`config.mk`:
```
export PLATFORM = sky130hd
export DESIGN_NAME = ecc_irq_regs
export DESIGN_NICKNAME = d
export VERILOG_FILES = /design/src/rtl/ecc_regs_pkg.sv /design/src/rtl/ecc_regs_ctrl.sv /design/src/rtl/ecc_regs_dp.sv /design/src/rtl/ecc_irq_regs.sv
export SDC_FILE = /design/constraint.sdc
export NUM_CORES = 1
export LEC_CHECK = 0
export CAP_MARGIN = 20
export CORE_MARGIN = 3
export CORE_UTILIZATION = 36
export DETAILED_ROUTE_END_ITERATION = 8
export GPL_TIMING_DRIVEN = 0
export PLACE_DENSITY_LB_ADDON = 0.12
export SYNTH_ARGS = -nofsm -noshare
export SYNTH_HDL_FRONTEND = slang
export SYNTH_SLANG_ARGS = --single-unit
```
`constraint.sdc`:
```
create_clock -name clk -period 3.4 [get_ports clk]
set_input_delay 0.34 -clock clk [delete_from_list [all_inputs] [get_ports clk]]
set_output_delay 0.34 -clock clk [all_outputs]
set_load 0.01 [all_outputs]
```
`src/rtl/ecc_regs_pkg.sv`:
```
package ecc_regs_pkg;

  // Word index of each register (byte offset >> 2).
  localparam int unsigned IDX_STATUS = 0;
  localparam int unsigned IDX_IRQEN  = 1;
  localparam int unsigned IDX_CHECK  = 2;
  localparam int unsigned IDX_COUNT  = 3;

  // Bit position of each error source in the status and enable registers.
  localparam int unsigned BIT_UE = 0;
  localparam int unsigned BIT_CE = 1;

  typedef struct packed {
    logic wrStatus;
    logic wrIrqEn;
    logic wrCheck;
    logic wrCount;
  } regStrobes_t;

endpackage

```
`src/rtl/ecc_regs_ctrl.sv`:
```
module ecc_regs_ctrl
  import ecc_regs_pkg::*;
#(
  parameter int unsigned ADDR_W = 5,
  parameter int unsigned DATA_W = 32,
  parameter int unsigned CNT_W  = 8
) (
  input  logic              wrEn,
  input  logic [ADDR_W-1:0] addr,
  input  logic [1:0]        statusQ,
  input  logic [1:0]        irqEnQ,
  input  logic              checkQ,
  input  logic [CNT_W-1:0]  countQ,
  output regStrobes_t       strobes,
  output logic [DATA_W-1:0] rdData
);

  localparam int unsigned IDX_W = ADDR_W - 2;

  logic             aligned;
  logic [IDX_W-1:0] wordIdx;

  assign aligned = (addr[1:0] == 2'b00);
  assign wordIdx = addr[ADDR_W-1:2];

  always_comb begin
    strobes          = '0;
    strobes.wrStatus = wrEn && aligned && (wordIdx == IDX_W'(IDX_STATUS));
    strobes.wrIrqEn  = wrEn && aligned && (wordIdx == IDX_W'(IDX_IRQEN));
    strobes.wrCheck  = wrEn && aligned && (wordIdx == IDX_W'(IDX_CHECK));
    strobes.wrCount  = wrEn && aligned && (wordIdx == IDX_W'(IDX_COUNT));
  end

  always_comb begin
    rdData = '0;
    if (aligned) begin
      if (wordIdx == IDX_W'(IDX_STATUS)) rdData = DATA_W'(statusQ);
      else if (wordIdx == IDX_W'(IDX_IRQEN)) rdData = DATA_W'(irqEnQ);
      else if (wordIdx == IDX_W'(IDX_CHECK)) rdData = DATA_W'(checkQ);
      else if (wordIdx == IDX_W'(IDX_COUNT)) rdData = DATA_W'(countQ);
    end
  end

  // At most one register is selected per access (R11 decode).
  always_comb begin
    a_onehot_strobe_r11: assert ($onehot0(strobes));
  end

endmodule

```
`src/rtl/ecc_regs_dp.sv`:
```
module ecc_regs_dp
  import ecc_regs_pkg::*;
#(
  parameter int unsigned DATA_W      = 32,
  parameter int unsigned CNT_W       = 8,
  parameter bit          CHECK_RESET = 1'b1
) (
  input  logic              clk,
  input  logic              rstN,
  input  regStrobes_t       strobes,
  input  logic [DATA_W-1:0] wrData,
  input  logic              ceEvt,
  input  logic              ueEvt,
  output logic [1:0]        statusQ,
  output logic [1:0]        irqEnQ,
  output logic              checkQ,
  output logic [CNT_W-1:0]  countQ,
  output logic              irq
);

  localparam logic [CNT_W-1:0] CNT_MAX = {CNT_W{1'b1}};

  logic [1:0] evtVec;
  logic       unusedWrBits;

  assign evtVec = {ceEvt, ueEvt};
  assign unusedWrBits = ^wrData[DATA_W-1:CNT_W];

  // Sticky status bits: hardware sets, write-1 clears, clear wins.
  for (genvar i = 0; i < 2; i++) begin : g_sts
    logic clrBit;
    assign clrBit = strobes.wrStatus && wrData[i];

    always_ff @(posedge clk) begin
      if (!rstN)               statusQ[i] <= 1'b0;
      else if (clrBit)         statusQ[i] <= 1'b0;
      else if (evtVec[i] && checkQ) statusQ[i] <= 1'b1;
    end

    p_sticky_r4: assert property (@(posedge clk) disable iff (!rstN)
      (statusQ[i] && !clrBit) |=> statusQ[i]);
    p_clear_wins_r10: assert property (@(posedge clk) disable iff (!rstN)
      clrBit |=> !statusQ[i]);
  end

  always_ff @(posedge clk) begin
    if (!rstN) begin
      irqEnQ <= 2'b00;
      checkQ <= CHECK_RESET;
    end else begin
      if (strobes.wrIrqEn) irqEnQ <= wrData[1:0];
      if (strobes.wrCheck) checkQ <= wrData[0];
    end
  end

  // Saturating correctable-error counter; software load has priority.
  always_ff @(posedge clk) begin
    if (!rstN)                                     countQ <= '0;
    else if (strobes.wrCount)                      countQ <= wrData[CNT_W-1:0];
    else if (ceEvt && checkQ && countQ != CNT_MAX) countQ <= countQ + 1'b1;
  end

  assign irq = (statusQ[BIT_CE] && irqEnQ[BIT_CE]) ||
               (statusQ[BIT_UE] && irqEnQ[BIT_UE]);

  p_no_wrap_r8: assert property (@(posedge clk) disable iff (!rstN)
    (countQ == CNT_MAX && !strobes.wrCount) |=> countQ == CNT_MAX);
  p_count_step_r8: assert property (@(posedge clk) disable iff (!rstN)
    (ceEvt && checkQ && !strobes.wrCount && countQ != CNT_MAX)
      |=> countQ == $past(countQ) + 1'b1);
  p_off_frozen_r6: assert property (@(posedge clk) disable iff (!rstN)
    (!checkQ && !strobes.wrStatus && !strobes.wrCount)
      |=> ($stable(statusQ) && $stable(countQ)));
  p_irq_needs_status_r2: assert property (@(posedge clk) disable iff (!rstN)
    irq |-> (statusQ != 2'b00 && irqEnQ != 2'b00));
  p_load_r9: assert property (@(posedge clk) disable iff (!rstN)
    strobes.wrCount |=> countQ == $past(wrData[CNT_W-1:0]));

endmodule

```
`src/rtl/ecc_irq_regs.sv`:
```
module ecc_irq_regs
  import ecc_regs_pkg::*;
#(
  parameter int unsigned ADDR_W      = 5,
  parameter int unsigned DATA_W      = 32,
  parameter int unsigned CNT_W       = 8,
  parameter bit          CHECK_RESET = 1'b1
) (
  input  logic              clk,
  input  logic              rstN,
  input  logic              wrEn,
  input  logic [ADDR_W-1:0] addr,
  input  logic [DATA_W-1:0] wrData,
  output logic [DATA_W-1:0] rdData,
  input  logic              ceEvt,
  input  logic              ueEvt,
  output logic              irq,
  output logic              checkEn,
  output logic              genEn
);

  regStrobes_t      strobes;
  logic [1:0]       statusQ;
  logic [1:0]       irqEnQ;
  logic             checkQ;
  logic [CNT_W-1:0] countQ;

  ecc_regs_ctrl #(.ADDR_W(ADDR_W), .DATA_W(DATA_W), .CNT_W(CNT_W)) u_ctrl (
    .wrEn    (wrEn),
    .addr    (addr),
    .statusQ (statusQ),
    .irqEnQ  (irqEnQ),
    .checkQ  (checkQ),
    .countQ  (countQ),
    .strobes (strobes),
    .rdData  (rdData)
  );

  ecc_regs_dp #(.DATA_W(DATA_W), .CNT_W(CNT_W), .CHECK_RESET(CHECK_RESET)) u_dp (
    .clk     (clk),
    .rstN    (rstN),
    .strobes (strobes),
    .wrData  (wrData),
    .ceEvt   (ceEvt),
    .ueEvt   (ueEvt),
    .statusQ (statusQ),
    .irqEnQ  (irqEnQ),
    .checkQ  (checkQ),
    .countQ  (countQ),
    .irq     (irq)
  );

  assign checkEn = checkQ;
  assign genEn   = 1'b1;

endmodule

```
==> key figures <==
Route
  • DRC viols: 0
  • Total wire length: 2230 um
  • DRT met1 WL: 959 um
  • Total number of vias: roughly 930
  • Post-detailed-route count of antenna-violating nets: 0
  • DR vias/cell: 4.56
  • Avg WL per Cell: about 11 um
  • DR pass1 iterations: 4
  • Met2 wire length: 985 um
  • Drt first-iter violations: 24
  • DR WL met3: 269 um
  • Top sig layer: met4

Floorplanning
  • Initial Util: about two fifths
  • Core Box Area: between 2000 and 3000 um^2
  • I/O pin count: 77
  • Die height: between 50 and 60 um
  • Overall die width: approximately 60 um
  • Area of the die: 3440 um^2
  • Row cnt: 18

Logic synthesis
  • Top-count cell post-synth: buf_4
  • FFs w/ async S/R, synth: 0%
  • Synth area leaders: dfxtp_1 26%, buf_4 20%, mux2i_1 7.0%
  • Number of synthesized flops with an enable pin: 0
  • Proportion of netlist area held by the largest area contributor: 26.1%
  • Area leader, netlist: dfxtp_1
  • Post-synthesis cell area: roughly 1000 um^2
  • Synth Area per Inst: approximately 8.1 um^2
  • Synth Instances: around 120
  • Yosys reg bits: 13
  • Dominant synthesized flop cell: dfxtp_1
  • Sequential share of the synthesized area: a little over a quarter
  • Yosys cell types: 36
  • Yosys warning count: 0
  • Post-synth top cells: 26 x buf_4, 13 x dfxtp_1, 11 x nand2_1

Global route
  • First-pass GRT wire length: 3670 um
  • Initial antenna violation count: 0
  • GRT Overall Usage: 13.7%
  • Congestion Overflow GR: 0
  • Largest net degree at the start of global routing: 11
  • Number of global-route vias before repair: ~830

Clock tree
  • Post-CTS resize count: 0
  • Number of buffers created by CTS: 3
  • CTS tree: yes
  • Worst-Skew Late Latency: 280 ps
  • Hold_buf cts: 0
  • H-tree depth: 1
  • Clk buf depth: 2
  • Sinks on Clock Net: 13
  • Root buffer cell: clkbuf_4
  • # Post-CTS Setup Buffers: 0
  • Clock-pin slew on the worst setup and hold paths: about 90 ps

Hold path
  • HP Class: input port to flip-flop
  • Min-delay src: addr[3]

Worst setup path
  • Worst Path Max Fanout: 5
  • Critical path origin: addr[1]
  • Crit path top cell by count: clkdlybuf4s50_1
  • Slowest cell delay on critical path: around 530 ps
  • Reg2Reg Depth: 5
  • Slowest cell on the critical path: clkdlybuf4s50_1
  • R2r setup slk: between 1500 and 2000 ps
  • CP Data Arrival Time: around 2100 ps
  • Origin of the critical flop-to-flop path: u_dp.countQ[0]$_SDFFE_PN0P_
  • End of the critical path: rdData[3]
  • Startpoint type of the worst setup path: input port
  • Critical path type: input port to output pin
  • Reg-to-reg endpoint: u_dp.countQ[6]$_SDFFE_PN0P_
  • Critical path capture point type: output pin
  • Required @ worst endpoint: a little over 3000 ps
  • Cells along the critical path: clkdlybuf4s50_1, or3_1, nor2_1, and2_1, clkdlybuf4s50_1

Placed design
  • Final Wtd Congestion: between 0.9 and 1
  • Cell total after placement: ~200
  • Hpwl dp: about 1800 um
  • PortBufs: 25

Timing
  • Fin Clk Skew: approximately 10 ps
  • Fin crit share: just over 70%
  • Final Hold Fails: 0
  • Fin. max-slew vios: 0
  • Final setup viols: 0
  • Tmin final: approximately 2500 ps
  • Max Fclk: 407 MHz
  • Setup tns final: 0 ps
  • RSZ-0062 raised after global routing: no

Layout
  • ANT cells: 0
  • Post-Layout Cell Count: just over 200
  • Final nets: approximately 220
  • Layout cells sized above 1: 20.6%
  • Syn-to-layout area delta: 40.2%

Status
  • Status: finished clean

Power
  • Power Density: about 250 nW/um^2
  • Lkg Pwr: ~0.00063 uW
  • VDD IR-drop max: 176 uV

Run
  • Max-cap violations: 0
final cells by class:
| type | instances | area, um^2 |
|---|---|---|
| fillers | 251 | 1170 |
| multi-input cells | 103 | 613 |
| flip-flops and latches | 13 | 260 |
| repair buffers | 25 | 250 |
| plain buffers | 29 | 208 |
| well taps | 30 | 37.5 |
| clock buffers | 3 | 22.5 |
| clock inverters | 1 | 5.00 |
| inverters | 1 | 3.75 |
where the power goes:
group	switching [uW]	internal (uW)
clock	54.2	43.6
combinational	37.8	48.6
sequential	7.37	158
total	99.4	250
logic make-up after synthesis:
kind of cell / count (synthesis) / synth area share (%)
adders and majority gates: 1 / 1.25
and+or+nand+nor: 43 / 24.7
muxes: 8 / 9.27
AOI/OAI and AO/OA: 25 / 15.9
other: 2 / 0.752
DFF: 13 / 26.1
buffers and inverters: 30 / 21.2
xor gates and xnor gates: 1 / 0.877
how the worst min path moves through the flow:
stage,endpoint,slack [ps],cells past startpoint
floorplan,u_dp.statusQ[0]$_SDFFE_PP0P_,430,1
global placement,u_dp.irqEnQ[0]$_SDFFE_PN0P_,540,2
detailed placement,u_dp.irqEnQ[0]$_SDFFE_PN0P_,540,2
CTS,u_dp.statusQ[0]$_SDFFE_PP0P_,480,3
global route,u_dp.statusQ[1]$_SDFFE_PP0P_,510,3
finish,u_dp.statusQ[1]$_SDFFE_PP0P_,480,3
layout by cell type, fill, tap and decap left out, drive strengths merged, types with 3 or more instances in the layout:
cell type | synthesis | routed
or3 | 3 | 3
mux2i | 7 | 7
nand2 | 11 | 11
clkdlybuf4s50 | 0 | 25
o21ai | 7 | 7
nand3 | 4 | 4
o22ai | 4 | 4
dfxtp | 13 | 13
nor3 | 4 | 4
a21oi | 6 | 6
nand4 | 3 | 3
conb | 2 | 25
nor2 | 3 | 3
and2 | 7 | 7
buf | 27 | 27
clkbuf | 2 | 5
metal layers:
layer  vias up  global-route usage, %
met5         -                      0
met4         0                   6.80
met3         2                   3.07
met2        38                   20.4
met1       401                   18.6
li1        493                      -
critical path, delay by kind of cell:
family,cells,cell delay (ps)
buffers and inverters,2,960
and+or+nand+nor,3,810
stage by stage:
stage / setup slack [ps] / hold slack, ps / utilization [%] / area (um^2) / power (uW)
3_5_place_dp: 942 / 538 / 53.5 / 1370 / 254
5_1_grt: 805 / 513 / 54.5 / 1400 / 370
3_3_place_gp: 926 / 537 / 53.5 / 1370 / 253
4_1_cts: 934 / 480 / 54.5 / 1400 / 350
2_1_floorplan: 1890 / 427 / - / 1080 / 225
6_report: 944 / 478 / 54.5 / 1400 / 349
sequential cells by signal, indices dropped and copies added, names as in the netlist:
name	cells
u_dp.checkQ	1
u_dp.countQ	8
u_dp.irqEnQ	2
u_dp.statusQ	2
Note: power is estimated with default switching activity, not from simulation.
